File: src/rtl/cfgm_pkg.sv
package cfgm_pkg;
  localparam int unsigned IDSEL_LO = 11;
  localparam int unsigned MAX_DEV  = 31 - IDSEL_LO;
  localparam logic [31:0] KEEP_MASK = 32'h80FF_FFFC;

  localparam logic [1:0] SZ_BYTE  = 2'd0;
  localparam logic [1:0] SZ_WORD  = 2'd1;
  localparam logic [1:0] SZ_DWORD = 2'd2;

  typedef enum logic [1:0] {ST_IDLE, ST_BUS, ST_RESP} seq_state_e;

  function automatic logic [2:0] size_bytes(input logic [1:0] sz);
    case (sz)
      SZ_BYTE: return 3'd1;
      SZ_WORD: return 3'd2;
      default: return 3'd4;
    endcase
  endfunction

  function automatic logic span_ok(input logic [1:0] sz, input logic [1:0] off);
    return ({1'b0, off} + size_bytes(sz)) <= 3'd4;
  endfunction

  function automatic logic [3:0] lane_be(input logic [1:0] sz, input logic [1:0] off);
    logic [3:0] base;
    case (sz)
      SZ_BYTE: base = 4'b0001;
      SZ_WORD: base = 4'b0011;
      default: base = 4'b1111;
    endcase
    return base << off;
  endfunction

  function automatic logic [31:0] lane_mask(input logic [3:0] be);
    logic [31:0] m;
    for (int k = 0; k < 4; k++) m[8*k +: 8] = {8{be[k]}};
    return m;
  endfunction

  function automatic logic [31:0] type0_word(input logic [4:0] dev, input logic [2:0] fn,
                                             input logic [5:0] rg);
    logic [31:0] w;
    w = 32'd1 << (6'(dev) + 6'(IDSEL_LO));
    w[10:0] = {fn, rg, 2'b00};
    return w;
  endfunction

  function automatic logic [31:0] type1_word(input logic [7:0] bus, input logic [4:0] dev,
                                             input logic [2:0] fn, input logic [5:0] rg);
    return {8'h00, bus, dev, fn, rg, 2'b01};
  endfunction
endpackage

File: src/rtl/cfgm_addr_reg.sv
module cfgm_addr_reg
  import cfgm_pkg::*;
(
  input  logic        clk,
  input  logic        rst_n,
  input  logic        wr_en,
  input  logic [31:0] wdata,
  output logic [31:0] word
);
  always_ff @(posedge clk) begin
    if (!rst_n)     word <= '0;
    else if (wr_en) word <= wdata & KEEP_MASK;
  end
endmodule

File: src/rtl/cfgm_fmt.sv
module cfgm_fmt
  import cfgm_pkg::*;
(
  input  logic [31:0] areg,
  input  logic [7:0]  local_bus,
  output logic        is_type0,
  output logic        has_target,
  output logic [31:0] cyc_word
);
  logic [7:0] bus;
  logic [4:0] dev;
  logic [2:0] fn;
  logic [5:0] rg;

  always_comb begin
    bus        = areg[23:16];
    dev        = areg[15:11];
    fn         = areg[10:8];
    rg         = areg[7:2];
    is_type0   = (bus == local_bus);
    has_target = !is_type0 || (32'(dev) <= MAX_DEV);
    cyc_word   = is_type0 ? type0_word(dev, fn, rg) : type1_word(bus, dev, fn, rg);
  end
endmodule

File: src/rtl/cfgm_seq.sv
module cfgm_seq
  import cfgm_pkg::*;
(
  input  logic        clk,
  input  logic        rst_n,
  input  logic        start,
  input  logic        launch,
  input  logic        rd_areg,
  input  logic        rd_ones,
  input  logic        io_wr,
  input  logic [31:0] io_wdata,
  input  logic [3:0]  be,
  input  logic [31:0] areg,
  input  logic [31:0] cyc_word,
  output logic        idle,
  output logic        io_ready,
  output logic [31:0] io_rdata,
  output logic        cfg_req,
  output logic        cfg_wr,
  output logic [31:0] cfg_addr,
  output logic [3:0]  cfg_be,
  output logic [31:0] cfg_wdata,
  input  logic        cfg_ack,
  input  logic [31:0] cfg_rdata
);
  seq_state_e  state;
  logic [31:0] rmask;

  assign idle = (state == ST_IDLE);

  always_ff @(posedge clk) begin
    if (!rst_n) begin
      state     <= ST_IDLE;
      io_ready  <= 1'b0;
      io_rdata  <= '0;
      cfg_req   <= 1'b0;
      cfg_wr    <= 1'b0;
      cfg_addr  <= '0;
      cfg_be    <= '0;
      cfg_wdata <= '0;
      rmask     <= '0;
    end else begin
      case (state)
        ST_IDLE: if (start) begin
          if (launch) begin
            state     <= ST_BUS;
            cfg_req   <= 1'b1;
            cfg_wr    <= io_wr;
            cfg_addr  <= cyc_word;
            cfg_be    <= be;
            cfg_wdata <= io_wdata & lane_mask(be);
            rmask     <= lane_mask(be);
          end else begin
            state    <= ST_RESP;
            io_ready <= 1'b1;
            io_rdata <= rd_areg ? areg : (rd_ones ? lane_mask(be) : 32'd0);
          end
        end
        ST_BUS: if (cfg_ack) begin
          state    <= ST_RESP;
          cfg_req  <= 1'b0;
          io_ready <= 1'b1;
          io_rdata <= cfg_wr ? 32'd0 : (cfg_rdata & rmask);
        end
        default: begin
          state    <= ST_IDLE;
          io_ready <= 1'b0;
        end
      endcase
    end
  end
endmodule

File: src/rtl/cfg_mech1_bridge.sv
module cfg_mech1_bridge
  import cfgm_pkg::*;
#(
  parameter int unsigned     IO_AW     = 16,
  parameter logic [IO_AW-1:0] ADDR_PORT = 16'h0CF8,
  parameter logic [IO_AW-1:0] DATA_PORT = 16'h0CFC
) (
  input  logic             clk,
  input  logic             rst_n,
  input  logic [7:0]       local_bus,
  input  logic             io_req,
  input  logic             io_wr,
  input  logic [IO_AW-1:0] io_addr,
  input  logic [1:0]       io_size,
  input  logic [31:0]      io_wdata,
  output logic             io_ready,
  output logic [31:0]      io_rdata,
  output logic             cfg_req,
  output logic             cfg_wr,
  output logic [31:0]      cfg_addr,
  output logic [3:0]       cfg_be,
  output logic [31:0]      cfg_wdata,
  input  logic             cfg_ack,
  input  logic [31:0]      cfg_rdata
);
  localparam logic [IO_AW-1:0] DW_MASK = ~IO_AW'(3);

  logic        idle, start, hit_areg, hit_win, areg_wr_en, launch;
  logic        is_type0, has_target, rd_areg, rd_ones;
  logic [3:0]  be;
  logic [31:0] areg_word, cyc_word;

  assign start      = io_req && idle;
  assign hit_areg   = ((io_addr & DW_MASK) == ADDR_PORT) && (io_size == SZ_DWORD)
                      && (io_addr[1:0] == 2'b00);
  assign hit_win    = ((io_addr & DW_MASK) == DATA_PORT) && span_ok(io_size, io_addr[1:0]);
  assign be         = lane_be(io_size, io_addr[1:0]);
  assign areg_wr_en = start && hit_areg && io_wr;
  assign launch     = hit_win && areg_word[31] && has_target;
  assign rd_areg    = hit_areg && !io_wr;
  assign rd_ones    = hit_win && !io_wr;

  cfgm_addr_reg u_areg (
    .clk(clk), .rst_n(rst_n), .wr_en(areg_wr_en), .wdata(io_wdata), .word(areg_word)
  );

  cfgm_fmt u_fmt (
    .areg(areg_word), .local_bus(local_bus), .is_type0(is_type0),
    .has_target(has_target), .cyc_word(cyc_word)
  );

  cfgm_seq u_seq (
    .clk(clk), .rst_n(rst_n), .start(start), .launch(launch), .rd_areg(rd_areg),
    .rd_ones(rd_ones), .io_wr(io_wr), .io_wdata(io_wdata), .be(be), .areg(areg_word),
    .cyc_word(cyc_word), .idle(idle), .io_ready(io_ready), .io_rdata(io_rdata),
    .cfg_req(cfg_req), .cfg_wr(cfg_wr), .cfg_addr(cfg_addr), .cfg_be(cfg_be),
    .cfg_wdata(cfg_wdata), .cfg_ack(cfg_ack), .cfg_rdata(cfg_rdata)
  );
endmodule

File: config.mk
export PLATFORM = sky130hd
export DESIGN_NAME = cfg_mech1_bridge
export DESIGN_NICKNAME = d
export VERILOG_FILES = /design/src/rtl/cfgm_pkg.sv /design/src/rtl/cfgm_addr_reg.sv /design/src/rtl/cfgm_fmt.sv /design/src/rtl/cfgm_seq.sv /design/src/rtl/cfg_mech1_bridge.sv
export SDC_FILE = /design/constraint.sdc
export NUM_CORES = 1
export LEC_CHECK = 0
export BUFFER_PORTS_ARGS = -buffer_cell sky130_fd_sc_hd__buf_2
export CAP_MARGIN = 5
export CORE_MARGIN = 2
export CORE_UTILIZATION = 40
export CTS_CLUSTER_SIZE = 16
export DETAILED_ROUTE_END_ITERATION = 12
export PLACE_DENSITY = 0.75
export SETUP_SLACK_MARGIN = 0.15
export SLEW_MARGIN = 10
export SYNTH_ARGS = -nofsm -noshare
export SYNTH_HDL_FRONTEND = slang
export SYNTH_SLANG_ARGS = --single-unit
File: constraint.sdc
create_clock -name clk -period 8.2 [get_ports clk]
set_input_delay 1.64 -clock clk [delete_from_list [all_inputs] [get_ports clk]]
set_output_delay 1.64 -clock clk [all_outputs]
set_load 0.01 [all_outputs]
# Yosys cells after proc, flatten, opt, wreduce, memory -nomap -nowiden
# Index checks and enable logic that the tools add are counted.
word_totals:
  reg_bits: 153
  input_bits: 95
  output_inout_bits: 103
classes:
  add_sub_neg: 2
  magnitude_cmp: 2
  n_eq_ne: 10
  shifts: 2
  mux: 22
  bitwise: 2
  reduce_logical: 22
ops:
  columns: ["op", "count"]
  rows:
  - ["$mux W32", 7]
  - ["$and A32 B32 Y32", 2]
  - ["$pmux W32 S2", 1]
  - ["$shl A1 B6 Y32 const A", 1]
  - ["$eq A14 B10 Y1 const B", 2]
  - ["$logic_and A1 B1 Y1", 10]
  - ["$eq A8 B8 Y1", 1]
  - ["$pmux W4 S2", 1]
  - ["$reduce_and A4 Y1", 2]
  - ["$add A5 B4 Y6 const B", 1]
  - ["$logic_not A2 Y1", 3]
  - ["$mux W1", 6]
  - ["$mux W2", 3]
  - ["$pmux W3 S2", 1]
  - ["$reduce_and A3 Y1", 2]
  - ["$le A5 B5 Y1 const B", 1]
  - ["$eq A2 B1 Y1 const B", 2]
  - ["$ne A2 B1 Y1 const B", 2]
  - ["$ne A2 B2 Y1 const B", 2]
  - ["$pmux W1 S2", 2]
  - ["$pmux W2 S2", 1]
  - ["$shl A4 B2 Y4", 1]
  - ["$add A2 B3 Y3", 1]
  - ["$le A3 B3 Y1 const B", 1]
  - ["5 further kinds", 6]

# Depth between registers and ports, before layout
# Gate-level depths: netlist of the first run.
logic_depth:
  ltp_word: 11
  mapped_depth: 11
  depth_no_buf: 9

# By module
# Synthesis of the first run repeated with hierarchy kept, for this count alone.
hier_totals:
  hier_cells: 757
  area_unflattened_um2: 6493.7
by_module_without_submodules:
  columns: ["mod", "instances", "cells_each", "area_each_um2"]
  rows:
  - ["cfgm_seq", 1, 559, 4719.5]
  - ["cfgm_addr_reg", 1, 84, 964.7]
  - ["cfgm_fmt", 1, 83, 599.3]
  - ["cfg_mech1_bridge", 1, 31, 210.2]

# Least setup slack after synthesis of the first run
# No wires, ideal clock.
synth_path:
  kind: "input port to flip-flop"
  start: "in io_size[0]"
  end: "reg u_seq.io_rdata[0]"
  arrival_time_ns: 3.791
  t_required_ns: 8.128
  path_slack_ns: 4.338
  path_stages: 10
  path_buffers: 1
  path_cell_list: "nor2_1 > ha_1 > inv_1 > fa_1 > and2_0 > o21ai_2 > or3_1 > o31ai_4 > buf_6 > mux2i_1"
synth_via:
  elab_chain_len: 11
  word_cells_on_any_way: 22
  cone_classes: "1 x add/sub; 1 x order compare; 3 x eq/ne; 1 x shift; 7 x mux; 9 x reduce/logical"
synth_lines:
  columns: ["item", "line_no", "source"]
  rows:
  - ["from (decl)", "cfg_mech1_bridge.sv:14", "input logic [1:0] io_size,"]
  - ["$eq A2 B1 Y1 or $logic_not A2 Y1 (tied branches)", "cfgm_pkg.sv:13, cfgm_pkg.sv:26", null]
  - ["$pmux W3 S2", "cfgm_pkg.sv:13", "case (sz)"]
  - ["$add A2 B3 Y3", "cfgm_pkg.sv:21", "return ({1'b0, off} + size_bytes(sz)) <= 3'd4;"]
  - ["$le A3 B3 Y1", "cfgm_pkg.sv:21", null]
  - ["$logic_and A1 B1 Y1", "cfg_mech1_bridge.sv:36", "assign hit_win = ((io_addr & DW_MASK) == DATA_PORT) && span_ok(io_size, io_addr[1:0]);"]
  - ["$logic_and A1 B1 Y1", "cfg_mech1_bridge.sv:41", "assign rd_ones = hit_win && !io_wr;"]
  - ["$mux W32 (2 in a row)", "cfgm_seq.sv:56", "io_rdata <= rd_areg ? areg : (rd_ones ? lane_mask(be) : 32'd0);"]
  - ["$mux W32", "cfgm_seq.sv:45", "if (launch) begin"]
  - ["$mux W32", "cfgm_seq.sv:44", "ST_IDLE: if (start) begin"]
  - ["$pmux W32 S2", "cfgm_seq.sv:43", "case (state)"]
  - ["to (signal assigned)", "cfgm_seq.sv:56", null]
  - ["to (signal assigned)", "cfgm_seq.sv:63", "io_rdata <= cfg_wr ? 32'd0 : (cfg_rdata & rmask);"]
  - ["to (decl)", "cfgm_seq.sv:17", "output logic [31:0] io_rdata,"]
# Parallel ways exist; a longest one is shown, timed or not. The select of a mux whose other input is x is not followed.
# A chain may end at the register's enable or synchronous reset.

# Final worst setup path of the first run
layout_path:
  start: "in io_size[0]"
  end: "reg u_seq.cfg_addr[31]"
layout_via:
  elab_chain_len: 8
  word_cells_on_any_way: 9
  cone_classes: "1 x add/sub; 1 x order compare; 1 x eq/ne; 1 x mux; 5 x reduce/logical"
layout_lines:
  columns: ["item", "line_no", "source"]
  rows:
  - ["$eq A2 B1 Y1 or $logic_not A2 Y1 (tied branches)", "cfgm_pkg.sv:13", null]
  - ["$pmux W3 S2 *", "cfgm_pkg.sv:13", null]
  - ["$add A2 B3 Y3 *", "cfgm_pkg.sv:21", null]
  - ["$le A3 B3 Y1 *", "cfgm_pkg.sv:21", null]
  - ["$logic_and A1 B1 Y1 *", "cfg_mech1_bridge.sv:36", null]
  - ["$logic_and A1 B1 Y1 * (2 in a row)", "cfg_mech1_bridge.sv:39", "assign launch = hit_win && areg_word[31] && has_target;"]
  - ["$reduce_and A3 Y1 (no line) *", null, null]
  - ["to (signal assigned)", "cfgm_seq.sv:49", "cfg_addr <= cyc_word;"]
  - ["to (decl)", "cfgm_seq.sv:20", "output logic [31:0] cfg_addr,"]
# Mark *: on every way between the ends. The rest lies on a longest branch, timed or not.

==> results of run 1 <==
==> cell families (layout without fill, tap and decap cells) <==
kind of cell,after synthesis,after routing,synth area share [%]
buffers and inverters,84,248,5.72
muxes,56,56,9.12
DFF,127,127,41.4
xor gates and xnor gates,9,9,1.28
adders and majority gates,3,3,0.733
and+or+nand+nor,236,236,20.8
other,1,1,0.0610
AOI/OAI and AO/OA,226,226,20.9
==> critical path: cells and delay by family <==
family,cells,cell delay (ns)
AND/OR/NAND/NOR,4,1.71
adder cells (fa/ha/maj),2,0.63
buffers and inverters,2,0.16
AO/OA/AOI/OAI,2,0.28
==> cells in the mapped netlist (3+ instances only) <==
cell type and instances:
and2_1 9, o31ai_1 24, clkbuf_1 60, nor2_1 35
o22ai_1 3, inv_1 8, a21boi_0 3, a211o_1 10
or4_1 3, nand2b_1 3, dfxtp_1 127, nor4bb_1 4
nor3_1 3, xnor2_1 8, o211ai_1 3, buf_6 3
nand2_1 66, buf_1 3, mux2i_1 56, nor4b_1 5
nand4_1 45, o21ai_0 107, nand3_1 40, buf_2 8
a21oi_1 67
==> power groups by stage <==
stage               logic [W]  clock network (W)  registers, W
floorplan           0.0000399                  0      0.000632
global placement    0.0000748                  0      0.000632
detailed placement  0.0000750                  0      0.000632
CTS                 0.0000755           0.000718      0.000619
global route        0.0000821           0.000744      0.000619
finish              0.0000759           0.000708      0.000619
==> placed cells by master, fill, tap and decap left out, types with 3 or more instances in the layout <==
master / synthesis / layout
nor4b_1: 5 / 5
inv_1: 8 / 8
nand3_1: 40 / 40
nor2_1: 35 / 35
buf_4: 1 / 12
xnor2_1: 8 / 8
or4_1: 3 / 3
clkbuf_16: 0 / 17
o22ai_1: 3 / 3
o31ai_1: 24 / 24
nor4bb_1: 4 / 3
o211ai_1: 3 / 3
a21oi_1: 67 / 67
mux2i_1: 56 / 56
nor3_1: 3 / 3
a21boi_0: 3 / 3
clkinv_4: 0 / 4
a211o_1: 10 / 10
and2_1: 9 / 9
clkinvlp_4: 0 / 4
nand2b_1: 3 / 3
nand2_1: 66 / 66
dfxtp_1: 127 / 127
nand4_1: 45 / 45
buf_2: 8 / 196
o21ai_0: 107 / 107
==> worst max path at each step <==
stage	cells past startpoint	to	startpoint	slack (ns)
after global routing	10	u_seq.cfg_addr[31]	io_size[1]	3.95
after CTS	10	u_seq.cfg_addr[31]	io_size[1]	4.09
after detailed placement	10	u_seq.cfg_addr[31]	io_size[1]	3.66
after global placement	10	u_seq.cfg_addr[31]	io_size[1]	3.73
final	10	u_seq.cfg_addr[31]	io_size[0]	4.06
after floorplan	10	u_seq.io_rdata[0]	io_size[0]	4.34
==> per-stage QoR <==
| stage | instances | worst slack, ns | utilization, % | cell area [µm²] | hold WS, ns |
|---|---|---|---|---|---|
| 6_report | 1094 | 4.06 | 51.1 | 7700 | 0.457 |
| 5_1_grt | 1094 | 3.95 | 51.1 | 7700 | 0.478 |
| 4_1_cts | 1094 | 4.09 | 51.0 | 7700 | 0.457 |
| 3_5_place_dp | 1063 | 3.66 | 47.3 | 7140 | 0.450 |
| 3_3_place_gp | 1063 | 3.73 | 47.3 | 7140 | 0.442 |
| 2_1_floorplan | 742 | 4.34 | - | 6150 | 0.461 |
==> area by class of cell <==
type                       count  area share, %
clock buffer                  19           5.75
clock inverter                12           1.48
inverter                       9          0.438
multi-input combinational    531           42.4
sequential                   127           33.0
tap                          188           3.05
timing repair buffer         208           13.9
==> routing by layer <==
layer	wire [µm]	part of all wire, %	vias up
met3	1570	8.1	28
li1	-	-	3004
met5	0	0	-
met4	393	2.0	0
met2	8600	44	244
met1	8910	46	2926
==> sequential cells by signal (all words and copies together), names as in the netlist <==
name and flops:
u_seq.io_ready 1, u_seq.cfg_be 4, u_seq.cfg_addr 31, u_seq.cfg_wr 1, u_areg.word 23, u_seq.cfg_wdata 32, u_seq.cfg_req 1, u_seq.io_rdata 32
u_seq.state 2
==> results.yml, run 1 <==
run_status:
  status: "finished, final reports clean"
worst_setup_path:
  path_cells: "buf_2 > nor2_1 > ha_1 > inv_1 > fa_1 > and2_0 > o21ai_2 > or4_4 > or4_1 > a21oi_1"
  critPathArrivalTime_ns: 4.48
  crit_type: "primary input to register"
  rrSetupSlack_ns: 5.07
  cp-start-kind: "primary input"
  regToRegStartpoint: "u_areg.word[23]"
  crit_fanout: 76
  critPathSlowestCell: "or4_4"
  ff2ff_path_depth: 5
  required_ns: 8.55
  critPathCaptureType: "register"
  cpPeakStageDelay_ns: 0.82
  r2r-end: "u_seq.cfg_addr[29]"
cts:
  cts_buffer_depth: 2
  clock-sinks: 127
  holdBufCountCts: 0
  cts-root-buf: "clkbuf_16"
  clkSlewWorstSetupHoldPaths_ns: 0.06
  ctsResizeCount: 0
  numCtsBuffers: 17
  cts_setup_buffers: 0
  clock_latency_ns: 0.42
  htree_levels: 4
  cts_tree: "done"
global_route:
  grt_max_degree: 77
  grt_pass1_wl_mm: 30.5
  use_met3_pct: 6.64
  grt.busiest_layer: "met2"
  antenna_found_initial: 0
  grt_overflow_total: 0
  grt.total_usage_pct: 23.5
  first_global_vias: 5785
  grt_use_met1_pct: 33.0
  globalRouteMet2Util_pct: 34.5
floorplan:
  core.rowCount: 45
  die_w_um: 128
  die_h_um: 128
  core_mm2: 0.0151
  dieArea_mm2: 0.0164
  initial_core_util_pct: 40.7
  ios: 198
power_and_ir_drop:
  power_frac_comb_pct: 5.4
  power.leakage_nw: 3.25
  p_int_w: 0.00107
  p_total_w: 0.00140
  switchingPower_w: 0.000332
  switching_share_pct: 23.7
  ir_drop_v: 0.000135
  power.density_mw_per_mm2: 182
  seq_power_share_pct: 44.1
  clock_power_share_pct: 50.5
synthesis:
  synth_top_flop_cell: "dfxtp_1"
  mappedNetlistArea_mm2: 0.00615
  synth_edf_count: 0
  ys_ff_latch: 127
  postSynthAreaPerCell_um2: 8.28
  synth_area_leaders: "dfxtp_1 (41%), mux2i_1 (9.1%), o21ai_0 (8.7%)"
  yosysTopAreaCell: "dfxtp_1"
  synth_cell_type_count: 54
  yosys_warnings: 0
  syn_inst: 742
  yosysSeqAreaShare_pct: 41.4
  syn_nets: 840
  synth_top_area_share_pct: 41.4
  synth-async-reset-ratio_pct: 0
sta:
  hold_viol: 0
  finalSetupTns_ns: 0
  worst_pin_slew_ns: 1.12
  period_needed_ns: 4.14
  fin_crit_sh_pct: 50.5
  timing.slew.headroom_pct: 24.7
  rsz0062_at_grt: "no"
  max_clock_freq_mhz: 242
  finalSetupViolCount: 0
  skew_ns: 0.0171
  slew_viol_final: 0
worst_hold_path:
  min_path_type: "register to register"
  worstHoldEndpoint: "u_seq.io_rdata[30]"
  hold_depth: 2
  min_from: "u_seq.io_rdata[30]"
run:
  maxCapViolCount: 0
placement:
  io_buffers: 196
  dp_hpwl_mm: 13.2
  gp_congestion: 0.870
final_layout:
  drive_gt1_share_pct: 27.6
  multiInputGateArea_mm2: 0.00327
  diodes: 0
  fillers: 1478
  nNetsFinal: 992
  regArea_mm2: 0.00254
  syn_to_final_growth_pct: 25.4
detailed_routing:
  routedWlPerCell_um: 17.8
  drt_iter0_drc: 557
  drt_pass1_iterations: 6
  final_antenna_net_count: 0
  num_vias: 6202
  drt-total-wl_mm: 19.5
  viasPerCell: 5.67
  drc_errors: 0
No activity file was read; power rests on OpenSTA's default activity.
==> run 2: changes to the inputs <==
Settings changed: ABC_AREA set to 1, PLACE_DENSITY 0.75 to 0.78.
Clock period 8.2 ns to 3.7 ns, I/O delays scaled along.
==> run 2 against run 1 <==
Net effect: sequential power is 130% higher; cell count is 18% higher; utilization is 0.20 points higher; total power is 140% higher; worst setup slack worse by 3.2 ns; critical path depth is 4 higher; critical endpoint is now u_seq.io_ready; largest cell class unchanged; largest power group unchanged.
==> results.yml, run 2 <==
worst_setup_path:
  crit_fanout: 51
  cpPeakStageDelay_ns: 0.47
  crit_top_cell: "nand2_1"
  critPathArrivalTime_ns: 3.10
  critPathSlowestCell: "fa_1"
  crit_type: "primary input to register"
  critPathCaptureType: "register"
  required_ns: 4.01
  path_cells: "buf_2 > nor2_1 > ha_1 > inv_1 > fa_1 > nand2_1 > a21oi_1 > nand2_1 > nor2_2 > nand3_2 > nand2_4 > inv_1 > nand2_1 > nand2_1"
  cp-start-kind: "primary input"
synthesis:
  synth_mux_area_share_pct: 0
  postSynthAreaPerCell_um2: 6.73
  synth-xor-area-share_pct: 0.571
  synth-async-reset-ratio_pct: 0
  synth_top_flop_cell: "dfxtp_1"
  syn_inst: 912
  synth_cell_type_count: 32
  syn_nets: 1010
  yosys_warnings: 0
  synth_edf_count: 0
  synth_top_family_by_area: "simple AND/OR/NAND/NOR gates"
  yosysSeqAreaShare_pct: 41.4
  synth_area_leaders: "dfxtp_1 (41%), nand2_1 (17%), nor2_1 (7.3%)"
  synth_fa_ha_area_share_pct: 0.734
  synth_top_area_share_pct: 41.4
  synthSimpleGateAreaFrac_pct: 36.5
  synthMostInstantiatedCell: "nand2_1"
  synth_compound_area_share_pct: 10.7
  ys_top_cells_by_count: "nand2_1 (283), dfxtp_1 (127), nor2_1 (119)"
  ys_ff_latch: 127
  mappedNetlistArea_mm2: 0.00614
  yosysTopAreaCell: "dfxtp_1"
sta:
  fin_crit_sh_pct: 75.4
  worst_pin_slew_ns: 0.655
  timing.slew.headroom_pct: 56.2
  period_needed_ns: 2.79
  finalSetupTns_ns: 0
  rsz0062_at_grt: "no"
  finalSetupViolCount: 0
  max_clock_freq_mhz: 359
  hold_viol: 0
  slew_viol_final: 0
  skew_ns: 0.00962
detailed_routing:
  num_vias: 6465
  drc_errors: 0
  final_antenna_net_count: 0
  drt_iter0_drc: 564
  viasPerCell: 5.01
  drt_pass1_iterations: 5
  drt-total-wl_mm: 19.0
  routedWlPerCell_um: 14.7
final_layout:
  most-common-layout-cells: "nand2_1 (283), buf_2 (196), dfxtp_1 (127), nor2_1 (119), inv_1 (79)"
  reg.largest.list: "u_seq.cfg_wdata: 32 flops, u_seq.io_rdata: 32 flops, u_seq.cfg_addr: 31 flops"
  syn_to_final_growth_pct: 26.0
  nNetsFinal: 1186
  stdcell_count: 1290
  multiInputGateArea_mm2: 0.00298
  regArea_mm2: 0.00254
  drive_gt1_share_pct: 24.3
  fillers: 1535
  final_common_cell: "nand2_1"
cts:
  cts-root-buf: "clkbuf_16"
  clock_latency_ns: 0.42
  clock-sinks: 127
  clkSlewWorstSetupHoldPaths_ns: 0.06
  ctsResizeCount: 0
  htree_levels: 4
  cts_tree: "done"
  holdBufCountCts: 0
  cts_setup_buffers: 0
  numCtsBuffers: 17
  cts_buffer_depth: 2
run_status:
  status: "finished, final reports clean"
global_route:
  grt_max_degree: 69
  grt_pass1_wl_mm: 30.1
  grt.busiest_layer: "met2"
  first_global_vias: 5847
  use_met3_pct: 5.63
  grt_use_met1_pct: 31.8
  antenna_found_initial: 1
  grt.total_usage_pct: 23.4
  grt_overflow_total: 0
  globalRouteMet2Util_pct: 37.1
placement:
  gp_congestion: 0.893
  dpl.cell_count: 1257
  dp_hpwl_mm: 13.8
  io_buffers: 196
floorplan:
  die_h_um: 128
  die_w_um: 128
  initial_core_util_pct: 40.7
  dieArea_mm2: 0.0163
  ios: 198
  core_mm2: 0.0151
  core.rowCount: 45
power_and_ir_drop:
  ir_drop_v: 0.000323
  power.leakage_nw: 3.60
  power.density_mw_per_mm2: 430
worst_hold_path:
  min_path_type: "register to register"
run:
  maxCapViolCount: 0
-- run 2: worst paths after layout --
path / startpoint / end / slack [ns] / cells past startpoint
setup / recovery: io_size[0] / u_seq.io_ready / 0.91 / 14
hold / removal: u_seq.cfg_addr[11] / u_seq.cfg_addr[11] / 0.46 / 2
setup reg to reg: u_areg.word[11] / u_seq.io_ready / 1.50 / 10
hold reg to reg: u_seq.cfg_addr[11] / u_seq.cfg_addr[11] / 0.46 / 2
-- run 2: worst max-delay path: cells and delay by family --
family          cells  cell delay, ns
compound gates      1            0.15
fa+ha+maj           2            0.63
buf+inv             3            0.35
simple gates        8            1.20
-- run 2: stage by stage --
step	util (%)	hold WS [ns]	cell area, µm²	power, W	setup WS [ns]
after floorplan	-	0.439	6140	0.00161	1.15
after global routing	51.3	0.476	7730	0.00346	0.693
after global placement	47.5	0.450	7170	0.00173	0.552
after detailed placement	47.5	0.455	7170	0.00174	0.508
final	51.3	0.459	7730	0.00333	0.911
after CTS	51.2	0.461	7730	0.00335	0.936
-- run 2: kinds of logic after synthesis --
| logic type | Yosys count |
|---|---|
| compound gates | 117 |
| fa+ha+maj | 3 |
| xor+xnor | 4 |
| simple gates | 524 |
| flops | 127 |
| other cells | 1 |
| buf+inv | 136 |
-- run 2: layout make-up --
type / count / share of cell area, %
Antenna cell: 1 / 0.0324
Sequential cell: 127 / 32.9
Timing Repair Buffer: 207 / 14.1
Multi-Input combinational cell: 649 / 38.5
Tap cell: 188 / 3.04
Clock inverter: 11 / 1.50
Inverter: 86 / 4.17
Clock buffer: 21 / 5.82
-- run 2: power breakdown --
group,leakage [nW],internal [W],switching [W]
sequential,1.03,0.00140,0.0000167
combinational,2.30,0.000109,0.000183
clock,0.273,0.00100,0.000614
-- run 2: routing by layer --
| metal | share of wire (%) | wire length [µm] |
|---|---|---|
| met5 | 0 | 0 |
| met4 | 1.8 | 335 |
| met3 | 8.1 | 1530 |
| met2 | 45 | 8450 |
| met1 | 46 | 8670 |
==> run 3: changes to the inputs <==
Settings changed: PLACE_DENSITY 0.78 to 0.75.
Clock period 3.7 ns to 2.7 ns, I/O delays scaled along.
==> run 3 against run 2 <==
Net effect: critical path type unchanged; sequential power rose by 37%; final area rose by 2.6%; global-route usage fell by 0.15 points; highest routed layer unchanged; largest power group unchanged.
==> results.yml, run 3 (synthesis results as in run 2) <==
run_status:
  status: "finished, final reports clean"
cts:
  cts-root-buf: "clkbuf_16"
  cts_tree: "done"
  clock-sinks: 127
  cts_buffer_depth: 2
  cts_setup_buffers: 0
  htree_levels: 4
  clkSlewWorstSetupHoldPaths_ns: 0.06
  ctsResizeCount: 0
  holdBufCountCts: 0
  numCtsBuffers: 17
  clock_latency_ns: 0.42
floorplan:
  core.rowCount: 45
  die_h_um: 128
  ios: 198
  die_w_um: 128
  dieArea_mm2: 0.0163
  core_mm2: 0.0151
  initial_core_util_pct: 40.7
global_route:
  grt_pass1_wl_mm: 29.9
  use_met3_pct: 5.76
  antenna_found_initial: 1
  first_global_vias: 5956
  grt.busiest_layer: "met2"
  grt.total_usage_pct: 23.3
  grt_max_degree: 69
  grt_use_met1_pct: 30.7
  globalRouteMet2Util_pct: 37.5
  grt_overflow_total: 0
worst_setup_path:
  crit_type: "primary input to register"
  crit_top_cell: "nor2_1"
  cpPeakStageDelay_ns: 0.47
  crit_fanout: 8
  critPathSlowestCell: "fa_1"
  critPathArrivalTime_ns: 2.61
  critPathCaptureType: "register"
  path_cells: "buf_2 > nor2_1 > ha_1 > inv_1 > fa_1 > nand2_1 > a21oi_1 > nand2_1 > nor2_2 > nand3_2 > nand3_1 > nor2_1 > nor2_1"
  cp-start-kind: "primary input"
  required_ns: 3.06
final_layout:
  final_common_cell: "nand2_1"
  final_area_mm2: 0.00793
  most-common-layout-cells: "nand2_1 (283), buf_2 (196), dfxtp_1 (127), nor2_1 (119), inv_1 (79)"
  syn_to_final_growth_pct: 29.3
  nNetsFinal: 1197
  drive_gt1_share_pct: 25.2
  reg.largest.list: "u_seq.cfg_wdata: 32 flops, u_seq.io_rdata: 32 flops, u_seq.cfg_addr: 31 flops"
detailed_routing:
  routedWlPerCell_um: 14.4
  final_antenna_net_count: 0
  drt-total-wl_mm: 18.7
  viasPerCell: 4.95
  drt_pass1_iterations: 5
  drt_iter0_drc: 426
  drc_errors: 0
  num_vias: 6435
power_and_ir_drop:
  p_int_w: 0.00366
  power.density_mw_per_mm2: 606
  power.leakage_nw: 3.68
  clock_power_share_pct: 50.8
  seq_power_share_pct: 40.4
  ir_drop_v: 0.000470
  power_frac_comb_pct: 8.8
  switchingPower_w: 0.00115
  p_total_w: 0.00480
  switching_share_pct: 23.8
placement:
  post_dp_cell_area_mm2: 0.00730
  dp_hpwl_mm: 13.8
  gp_congestion: 0.903
  io_buffers: 196
sta:
  worst_pin_slew_ns: 0.614
  hold_viol: 0
  period_needed_ns: 2.25
  skew_ns: 0.0140
  finalSetupViolCount: 0
  max_clock_freq_mhz: 444
  hold_slack_ns: 0.384
  fin_crit_sh_pct: 83.4
  slew_viol_final: 0
  timing.slew.headroom_pct: 58.9
  rsz0062_at_grt: "no"
  finalSetupTns_ns: 0
run:
  maxCapViolCount: 0
worst_hold_path:
  min_path_type: "primary input to register"
[run 3: cell types whose count changed in the layout (fill, tap and decap cells not counted), sizes merged]
cell / change
buf: +11
bufinv: +2
clkbuf: -2
clkinv: -2
clkinvlp: +2
[run 3: final cells by class]
type	count	area [µm²]
tap	188	235
timing repair buffer	218	1220
multi-input combinational	649	2980
antenna	1	2.50
inverter	86	323
clock buffer	19	443
fill	1495	7160
sequential	127	2540
clock inverter	13	189
[run 3: final timing paths]
check                                        start                  to  slack [ns]  cells after the start
worst max-delay path                    io_size[0]  u_seq.io_rdata[13]        0.45                     13
worst min register to register  u_seq.cfg_wdata[2]  u_seq.cfg_wdata[2]        0.46                      2
worst min-delay path                  io_wdata[22]     u_areg.word[22]        0.38                      3
worst max register to register     u_areg.word[11]  u_seq.io_rdata[13]        0.68                      9
[run 3: per-stage QoR]
| step | worst slack [ns] | cells | util, % |
|---|---|---|---|
| 2_1_floorplan | 0.346 | 912 | - |
| 3_3_place_gp | 0.0673 | 1268 | 48.4 |
| 3_5_place_dp | 0.00577 | 1268 | 48.4 |
| 4_1_cts | 0.447 | 1300 | 52.6 |
| 5_1_grt | 0.153 | 1301 | 52.6 |
| 6_report | 0.447 | 1301 | 52.6 |
[run 3: power by group through the flow]
stage	clock network, W	registers [W]	logic, W
after detailed placement	0	0.00198	0.000421
after global routing	0.00256	0.00194	0.000475
after CTS	0.00246	0.00194	0.000423
final	0.00244	0.00194	0.000424
after global placement	0	0.00198	0.000415
after floorplan	0	0.00200	0.000211
[run 3: metal layers]
layer	vias up	wire length, µm
met5	-	0
met4	0	346
met3	22	1280
met2	214	8530
met1	2922	8540
li1	3277	-
[run 3: critical path: cells and delay by family]
| family | cells | cell delay (ns) |
|---|---|---|
| and+or+nand+nor | 8 | 1.15 |
| adders and majority gates | 2 | 0.64 |
| buffers and inverters | 2 | 0.15 |
| AOI/OAI and AO/OA | 1 | 0.14 |
